==> config.mk <==
export PLATFORM = sky130hd
export DESIGN_NAME = watch_timer
export DESIGN_NICKNAME = d
export VERILOG_FILES = /design/src/rtl/wt_pkg.sv /design/src/rtl/wt_datapath.sv /design/src/rtl/wt_control.sv /design/src/rtl/watch_timer.sv
export SDC_FILE = /design/constraint.sdc
export NUM_CORES = 1
export LEC_CHECK = 0
export ABC_AREA = 1
export BUFFER_PORTS_ARGS = -buffer_cell sky130_fd_sc_hd__buf_4
export CORE_MARGIN = 2
export CORE_UTILIZATION = 55
export DETAILED_ROUTE_END_ITERATION = 16
export PLACE_DENSITY = 0.76
export REMOVE_ABC_BUFFERS = 1
export SETUP_SLACK_MARGIN = 0.4
export SKIP_CTS_REPAIR_TIMING = 1
export SLEW_MARGIN = 5
export SYNTH_ARGS = -nofsm -noshare
export SYNTH_HDL_FRONTEND = slang
export SYNTH_HIERARCHICAL = 1
export SYNTH_SLANG_ARGS = --single-unit
==> constraint.sdc <==
create_clock -name clk -period 2 [get_ports clk]
set_clock_uncertainty 0.05 [all_clocks]
set_input_delay 0.4 -clock clk [delete_from_list [all_inputs] [get_ports clk]]
set_output_delay 0.4 -clock clk [all_outputs]
set_load 0.02 [all_outputs]
==> src/rtl/wt_pkg.sv <==
package wt_pkg;
  // Interval code width and the register bit map that software decodes.
  localparam int SEL_W     = 4;
  localparam int REG_W     = 8;
  localparam int CLR_BIT   = 4;
  localparam int FLAG_BIT  = 5;
  localparam int EN_BIT    = 6;
  localparam int RSVD_BIT  = 7;

  // Strobes from the control side to the datapath.
  typedef struct packed {
    logic             cntClear;
    logic [SEL_W-1:0] tapSel;
  } wtStrobes_t;
endpackage

==> src/rtl/wt_datapath.sv <==
module wt_datapath
  import wt_pkg::*;
#(
  parameter int CNT_W    = 24,
  parameter int BASE_EXP = 8
) (
  input  logic       clk,
  input  logic       rst_n,
  input  logic       tickEn,
  input  wtStrobes_t strobes,
  output logic       intervalEvt
);
  localparam int NUM_TAPS = 1 << SEL_W;
  localparam int TOP_TAP  = BASE_EXP - 1 + NUM_TAPS - 1;

  logic [CNT_W-1:0]    cnt;
  logic [NUM_TAPS-1:0] tapWrap;

  always_ff @(posedge clk or negedge rst_n) begin
    if (!rst_n)                cnt <= '0;
    else if (strobes.cntClear) cnt <= '0;
    else if (tickEn)           cnt <= cnt + 1'b1;
  end

  // Tap g falls on the next count exactly when bits [BASE_EXP-1+g:0] are all ones.
  for (genvar g = 0; g < NUM_TAPS; g++) begin : g_tap
    assign tapWrap[g] = &cnt[BASE_EXP-1+g:0];
  end

  assign intervalEvt = tickEn && !strobes.cntClear && tapWrap[strobes.tapSel];

  initial begin
    assert (CNT_W > TOP_TAP) else $error("counter too narrow for the top tap");
  end

  assert_clear_zero_R4: assert property (@(posedge clk) disable iff (!rst_n)
    strobes.cntClear |=> (cnt == '0));

  assert_hold_no_tick_R3: assert property (@(posedge clk) disable iff (!rst_n)
    (!tickEn && !strobes.cntClear) |=> $stable(cnt));

  assert_advance_tick_R3: assert property (@(posedge clk) disable iff (!rst_n)
    (tickEn && !strobes.cntClear) |=> (cnt == $past(cnt) + 1'b1));
endmodule

==> src/rtl/wt_control.sv <==
module wt_control
  import wt_pkg::*;
(
  input  logic             clk,
  input  logic             rst_n,
  input  logic             wrEn,
  input  logic [REG_W-1:0] wrData,
  input  logic             intervalEvt,
  output wtStrobes_t       strobes,
  output logic [REG_W-1:0] rdData,
  output logic             irqReq
);
  logic [SEL_W-1:0] selQ;
  logic             flagQ;
  logic             enQ;
  logic             flagClrReq;
  logic             unusedRsvd;

  assign flagClrReq = wrEn && !wrData[FLAG_BIT];
  assign unusedRsvd = wrData[RSVD_BIT];

  always_ff @(posedge clk or negedge rst_n) begin
    if (!rst_n) begin
      selQ <= '0;
      enQ  <= 1'b0;
    end else if (wrEn) begin
      selQ <= wrData[SEL_W-1:0];
      enQ  <= wrData[EN_BIT];
    end
  end

  // Set by an elapsed interval wins over a software clear.
  always_ff @(posedge clk or negedge rst_n) begin
    if (!rst_n)           flagQ <= 1'b0;
    else if (intervalEvt) flagQ <= 1'b1;
    else if (flagClrReq)  flagQ <= 1'b0;
  end

  always_comb begin
    strobes.cntClear = wrEn && !wrData[CLR_BIT];
    strobes.tapSel   = selQ;
  end

  always_comb begin
    rdData              = '0;
    rdData[SEL_W-1:0]   = selQ;
    rdData[CLR_BIT]     = 1'b1;
    rdData[FLAG_BIT]    = flagQ;
    rdData[EN_BIT]      = enQ;
  end

  assign irqReq = enQ && flagQ;

  assert_flag_rise_cause_R2: assert property (@(posedge clk) disable iff (!rst_n)
    $rose(flagQ) |-> $past(intervalEvt));

  assert_flag_fall_cause_R5: assert property (@(posedge clk) disable iff (!rst_n)
    $fell(flagQ) |-> $past(wrEn && !wrData[FLAG_BIT]));

  assert_set_wins_R6: assert property (@(posedge clk) disable iff (!rst_n)
    intervalEvt |=> flagQ);

  assert_irq_needs_enable_R7: assert property (@(posedge clk) disable iff (!rst_n)
    irqReq |-> (rdData[EN_BIT] && rdData[FLAG_BIT]));
endmodule

==> src/rtl/watch_timer.sv <==
module watch_timer
  import wt_pkg::*;
#(
  parameter int CNT_W    = 24,
  parameter int BASE_EXP = 8
) (
  input  logic       clk,
  input  logic       rst_n,
  input  logic       tickEn,
  input  logic       wrEn,
  input  logic [7:0] wrData,
  output logic [7:0] rdData,
  output logic       irqReq
);
  wtStrobes_t strobes;
  logic       intervalEvt;

  wt_control ctrl_i (
    .clk         (clk),
    .rst_n       (rst_n),
    .wrEn        (wrEn),
    .wrData      (wrData),
    .intervalEvt (intervalEvt),
    .strobes     (strobes),
    .rdData      (rdData),
    .irqReq      (irqReq)
  );

  wt_datapath #(.CNT_W(CNT_W), .BASE_EXP(BASE_EXP)) dp_i (
    .clk         (clk),
    .rst_n       (rst_n),
    .tickEn      (tickEn),
    .strobes     (strobes),
    .intervalEvt (intervalEvt)
  );
endmodule

# --- Yosys cells after proc, flatten, opt, wreduce, memory -nomap -nowiden ---
# Cells that the tools add are included.
totals:
  ff_bits: 30
  in_bits: 12
  output_inout_bits: 9
op_classes:
  addsub: 1
  n_lt_le_gt_ge: 1
  n_mux: 6
  n_reduce_logical: 26
op_table:
  columns: ["cell", "n"]
  rows:
  - ["$mux 24", 2]
  - ["$add 24x1->24 const B", 1]
  - ["$reduce_and 23->1", 1]
  - ["$reduce_and 22->1", 1]
  - ["$reduce_and 21->1", 1]
  - ["$reduce_and 20->1", 1]
  - ["$reduce_and 19->1", 1]
  - ["$reduce_and 18->1", 1]
  - ["$reduce_and 17->1", 1]
  - ["$reduce_and 16->1", 1]
  - ["$reduce_and 15->1", 1]
  - ["$reduce_and 14->1", 1]
  - ["$reduce_and 13->1", 1]
  - ["$reduce_and 12->1", 1]
  - ["$reduce_and 11->1", 1]
  - ["$reduce_and 10->1", 1]
  - ["$reduce_and 9->1", 1]
  - ["$reduce_and 8->1", 1]
  - ["$logic_and 1x1->1", 5]
  - ["$lt 4x5->1 const B", 1]
  - ["$bmux 1 s4", 1]
  - ["$reduce_bool 2->1", 2]
  - ["$logic_not 1->1", 3]
  - ["$mux 1", 3]

# --- Depth between registers and ports, before layout ---
depth:
  ltp_word: 6
  depth_mapped: 14
  depth_no_buf: 14

# --- By module ---
# Netlist, hierarchy kept.
by_module_without_submodules:
  columns: ["module", "instances", "cells_each", "area_each_um2"]
  rows:
  - ["wt_datapath", 1, 236, 1551.5]
  - ["wt_control", 1, 40, 307.8]

# --- Least setup slack after synthesis ---
# Ideal clock, no wire load.
synth_timing:
  kind: "register to register"
  startpoint: "register dp_i.cnt[1]"
  endpoint: "register ctrl_i.flagQ"
  setup_ns: 0.065
  t_arrival_ns: 1.601
  required_time_ns: 1.885
  slack_ns: 0.285
  stages_incl_launch_ff: 15
  path_buffers: 0
  synth_period_minus_slack_ns: 1.715
  path_cell_list: "dfrtp_1 ha_1 nand3_1 nor2_2 nand4_2 inv_1 ha_1 o21ai_0 inv_1 o21ai_0 a21oi_1 nor2_1 nor2_1 inv_1 nand2_1"
synth_via:
  elab_chain_len: 5
synth_rtl:
  columns: ["element", "line", "source"]
  rows:
  - ["start: declaration", "wt_datapath.sv:16", "logic [CNT_W-1:0] cnt;"]
  - ["start signal: assignment", "wt_datapath.sv:22", "else if (tickEn) cnt <= cnt + 1'b1;"]
  - ["$reduce_and 23->1, or another cell as far along", "wt_datapath.sv:27", "assign tapWrap[g] = &cnt[BASE_EXP-1+g:0];"]
  - ["$bmux 1 s4 (*)", "wt_datapath.sv:30", "assign intervalEvt = tickEn && !strobes.cntClear && tapWrap[strobes.tapSel];"]
  - ["$mux 1 (not written as such) (*)", "wt_datapath.sv:30", null]
  - ["$logic_and 1x1->1 (*)", "wt_datapath.sv:30", null]
  - ["named net intervalEvt", "watch_timer.sv:16", "logic intervalEvt;"]
  - ["$mux 1 / $reduce_bool 2->1 (equally long branches)", null, null]
  - ["end signal: assignment", "wt_control.sv:34", "if (!rst_n) flagQ <= 1'b0;"]
  - ["end signal: assignment", "wt_control.sv:35", "else if (intervalEvt) flagQ <= 1'b1;"]
  - ["end signal: assignment", "wt_control.sv:36", "else if (flagClrReq) flagQ <= 1'b0;"]
  - ["end: declaration", "wt_control.sv:14", "logic flagQ;"]
# The timed path passes the listed nets; every way through them passes the cells marked *. The select of a mux whose other input is x is not followed.
# A chain may end at the register's enable or synchronous reset.

# --- Worst setup path in the final report ---
# Same ends and word-level chain as after synthesis.

==> summary.txt <==
Die
  • CORE AREA: 3280 µm²
  • Row cnt: 21
  • Die height: 62.1 µm
  • Die X: 62.1 µm
  • Initial Util: 56.6%
  • Top Ports: 21
  • Die Area: 3860 µm²

Worst setup path
  • Worst Reg-to-Reg Cells: 14
  • Most frequent CP cell: inv_1
  • Reg-to-Reg Start: dp_i/cnt[1]
  • Setup CP Type: reg -> reg
  • Setup slack, reg-to-reg: 0.21 ns
  • Slowest stage cell, crit path: dfrtp_1
  • Worst Path Max Fanout: 4
  • Cell-by-cell listing of the critical path: ha_2 > nand3_2 > nor2_4 > nand4_2 > inv_1 > ha_2 > o21ai_2 > inv_1 > o21ai_1 > a21oi_1 > nor2_1 > nor2_1 > inv_1 > nand2_1
  • Worst Setup Start Kind: flop
  • Buf/Inv on CP: 3
  • Max stage delay on crit path: 0.41 ns
  • Crit path arrival time: 2.02 ns
  • Setup crit end kind: flop
  • Worst Path Required: 2.23 ns
  • Top delay family on crit path: simple AND/OR/NAND/NOR gates
  • Reg2reg end: ctrl_i/flagQ

Power and ir drop
  • Total power: 1.23 mW
  • Int Pwr: 881 µW
  • Clock Power Share: 34.1%
  • Pleak: 1.07 nW
  • Logic pwr share: 13.8%
  • Sw power: 351 µW
  • Power Density: 571 nW/µm²
  • Switching Share: 28.5%
  • Sequential share of power: 52.1%
  • Worst vdd ir: 0.417 mV

Yosys
  • Post-Synth XOR/XNOR Area: 0%
  • Yosys reg bits: 29
  • Proportion of synthesized area in mux cells: 0%
  • Synth Area in Compound Gates: 9.29%
  • Post-synthesis cell area: 1860 µm²
  • Adder-Cell Fraction of Synth Area: 2.02%
  • Yosys Warn Count: 6
  • Mean Syn Cell Area: 6.74 µm²
  • Simple-gate area share of the yosys netlist: 36.5%
  • Post-synth cell types: 22
  • Main combinational cell family by area after synthesis: simple AND/OR/NAND/NOR gates
  • Syn Inst Count: 276
  • Share of the yosys chip area belonging to registers: 39.0%

Run status
  • Status: finished, final reports clean

Timing
  • Final Setup Violations: 0
  • Hold slack: 0.212 ns
  • Setup TNS: 0 ns
  • Slew Limit Fails: 0
  • Period utilization: 89.4%
  • Highest Clock Rate: 559 MHz
  • Final Hold Fails: 0
  • Fin crit period: 1.79 ns
  • Slew Limit Headroom: 63.8%
  • RSZ-0062 raised after global routing: yes
  • Slew at the pin closest to its max-slew limit: 0.542 ns

Detailed routing
  • 1st-pass router iterations: 4
  • Antenna-violating nets left: 0
  • Vias per cell: 5.05
  • Vias after detailed routing: 1,742
  • Residual DRC count: 0
  • DR WL/cell: 12.1 µm
  • Starting DRT DRC Count: 62
  • Drt total wl: 4.18 mm

Finish
  • Commonest cells after routing, fill and taps aside: 85 x nand2_1, 37 x inv_1, 34 x nor2_1
  • Share of cells above drive strength 1: 20.1%
  • Most common cell after layout, fill and taps aside: nand2_1
  • Layout Nets: 313
  • Antenna diodes: 0
  • Syn-to-layout area delta: 16.1%

Worst hold path
  • Hold depth: 3
  • Worst Hold End: ctrl_i/selQ[0]
  • Min-delay src: wrData[0]
  • Hold Crit Class: in -> reg

Place
  • # port buffers: 17
  • Placer Congestion: 0.867
  • Post-DP HPWL: 3.11 mm

Clocking
  • Clock Tree Root: clkbuf_4
  • Max clock buf depth: 2
  • H-tree levels: 2
  • TritonCTS Buffers: 5
  • Insertion delay to the later sink of the worst-skew pair: 0.34 ns
  • Clock transition at path regs: 0.09 ns
  • CTS Sinks: 29
  • CTS tree: done

Flow run
  • Max_cap viols: 0

GRT
  • GRT Residual Overflow: 0
  • First-pass GRT wire length: 7.16 mm
  • Largest net degree at the start of global routing: 30
  • All-layer global routing usage: 23.5%
  • Antenna violations before repair: 0
  • Vias in the first global route: 1,661
[worst max-delay path by stage]
stage	startpoint	end	slack [ns]	cells past startpoint
floorplan	dp_i/cnt[1]	ctrl_i/flagQ	0.28	14
global placement	dp_i/cnt[1]	ctrl_i/flagQ	0.15	14
detailed placement	dp_i/cnt[1]	ctrl_i/flagQ	0.13	14
CTS	dp_i/cnt[1]	ctrl_i/flagQ	0.11	14
global route	dp_i/cnt[1]	ctrl_i/flagQ	0.03	14
finish	dp_i/cnt[1]	ctrl_i/flagQ	0.21	14
[metal layers]
layer / GRT usage [%] / vias up / share of wire, %
li1: - / 898 / -
met1: 29.4 / 784 / 45
met2: 39.5 / 53 / 48
met3: 4.71 / 7 / 5.2
met4: 10.3 / 0 / 1.6
met5: 0 / - / 0
[stage by stage]
step	instances	cell area, µm²	util, %	setup WS [ns]
floorplan	265	1770	-	0.284
detailed placement	333	1990	60.7	0.133
global route	345	2160	65.7	0.0339
finish	345	2160	65.7	0.213
global placement	333	1990	60.7	0.146
CTS	341	2060	62.9	0.115
[power groups by stage]
stage / combinational (mW) / sequential [mW] / clock, mW
after global placement: 0.162 / 0.652 / 0
after detailed placement: 0.165 / 0.652 / 0
after CTS: 0.165 / 0.641 / 0.421
final: 0.170 / 0.642 / 0.421
after global routing: 0.195 / 0.647 / 0.448
after floorplan: 0.0772 / 0.662 / 0
[flip-flops by register name, summed over array words and instances (netlist names)]
register,count
dp_i/cnt,23
ctrl_i/flagQ,1
ctrl_i/selQ,4
ctrl_i/enQ,1
[kinds of logic (layout without fill, tap and decap cells)]
kind of cell             after synthesis  after routing
AND/OR/NAND/NOR                      158            158
adder cells (fa/ha/maj)                3              3
AO/OA/AOI/OAI                         33             33
flip-flops                            29             29
other                                  2              2
buffers and inverters                 51             74
[synthesized netlist by cell type]
master / n / share of area, %
nand4_2: 1 / 0.67
nand3_1: 15 / 4.0
nand3_2: 1 / 0.54
conb_1: 2 / 0.40
nor3_1: 5 / 1.3
a22o_1: 2 / 0.94
buf_2: 1 / 0.27
dfrtp_1: 29 / 39
inv_1: 38 / 7.7
inv_2: 2 / 0.40
nand2_1: 87 / 18
nor2_2: 3 / 1.0
buf_4: 8 / 3.2
o21ai_0: 18 / 4.8
nor2_1: 36 / 7.3
nor2_4: 2 / 1.2
ha_1: 3 / 2.0
nand2_2: 4 / 1.3
a21oi_1: 13 / 3.5
nand4_1: 2 / 0.67
buf_6: 2 / 1.2
nor3b_1: 2 / 0.81
[worst reg2reg max path, delay by kind of cell, from the launching register on]
kind            cells  cell delay, ns
compound gates      3            0.21
simple gates        6            0.53
flops               1            0.41
fa+ha+maj           2            0.39
buf+inv             3            0.15
[cell type report]
| cell class | instances | area (µm²) |
|---|---|---|
| clock buffers | 7 | 65.1 |
| clock inverters | 1 | 5.00 |
| fillers | 296 | 1130 |
| inverters | 40 | 153 |
| multi-input cells | 196 | 953 |
| flip-flops and latches | 29 | 727 |
| well taps | 46 | 57.6 |
| repair buffers | 26 | 198 |
(Power assumes the default switching activity.)
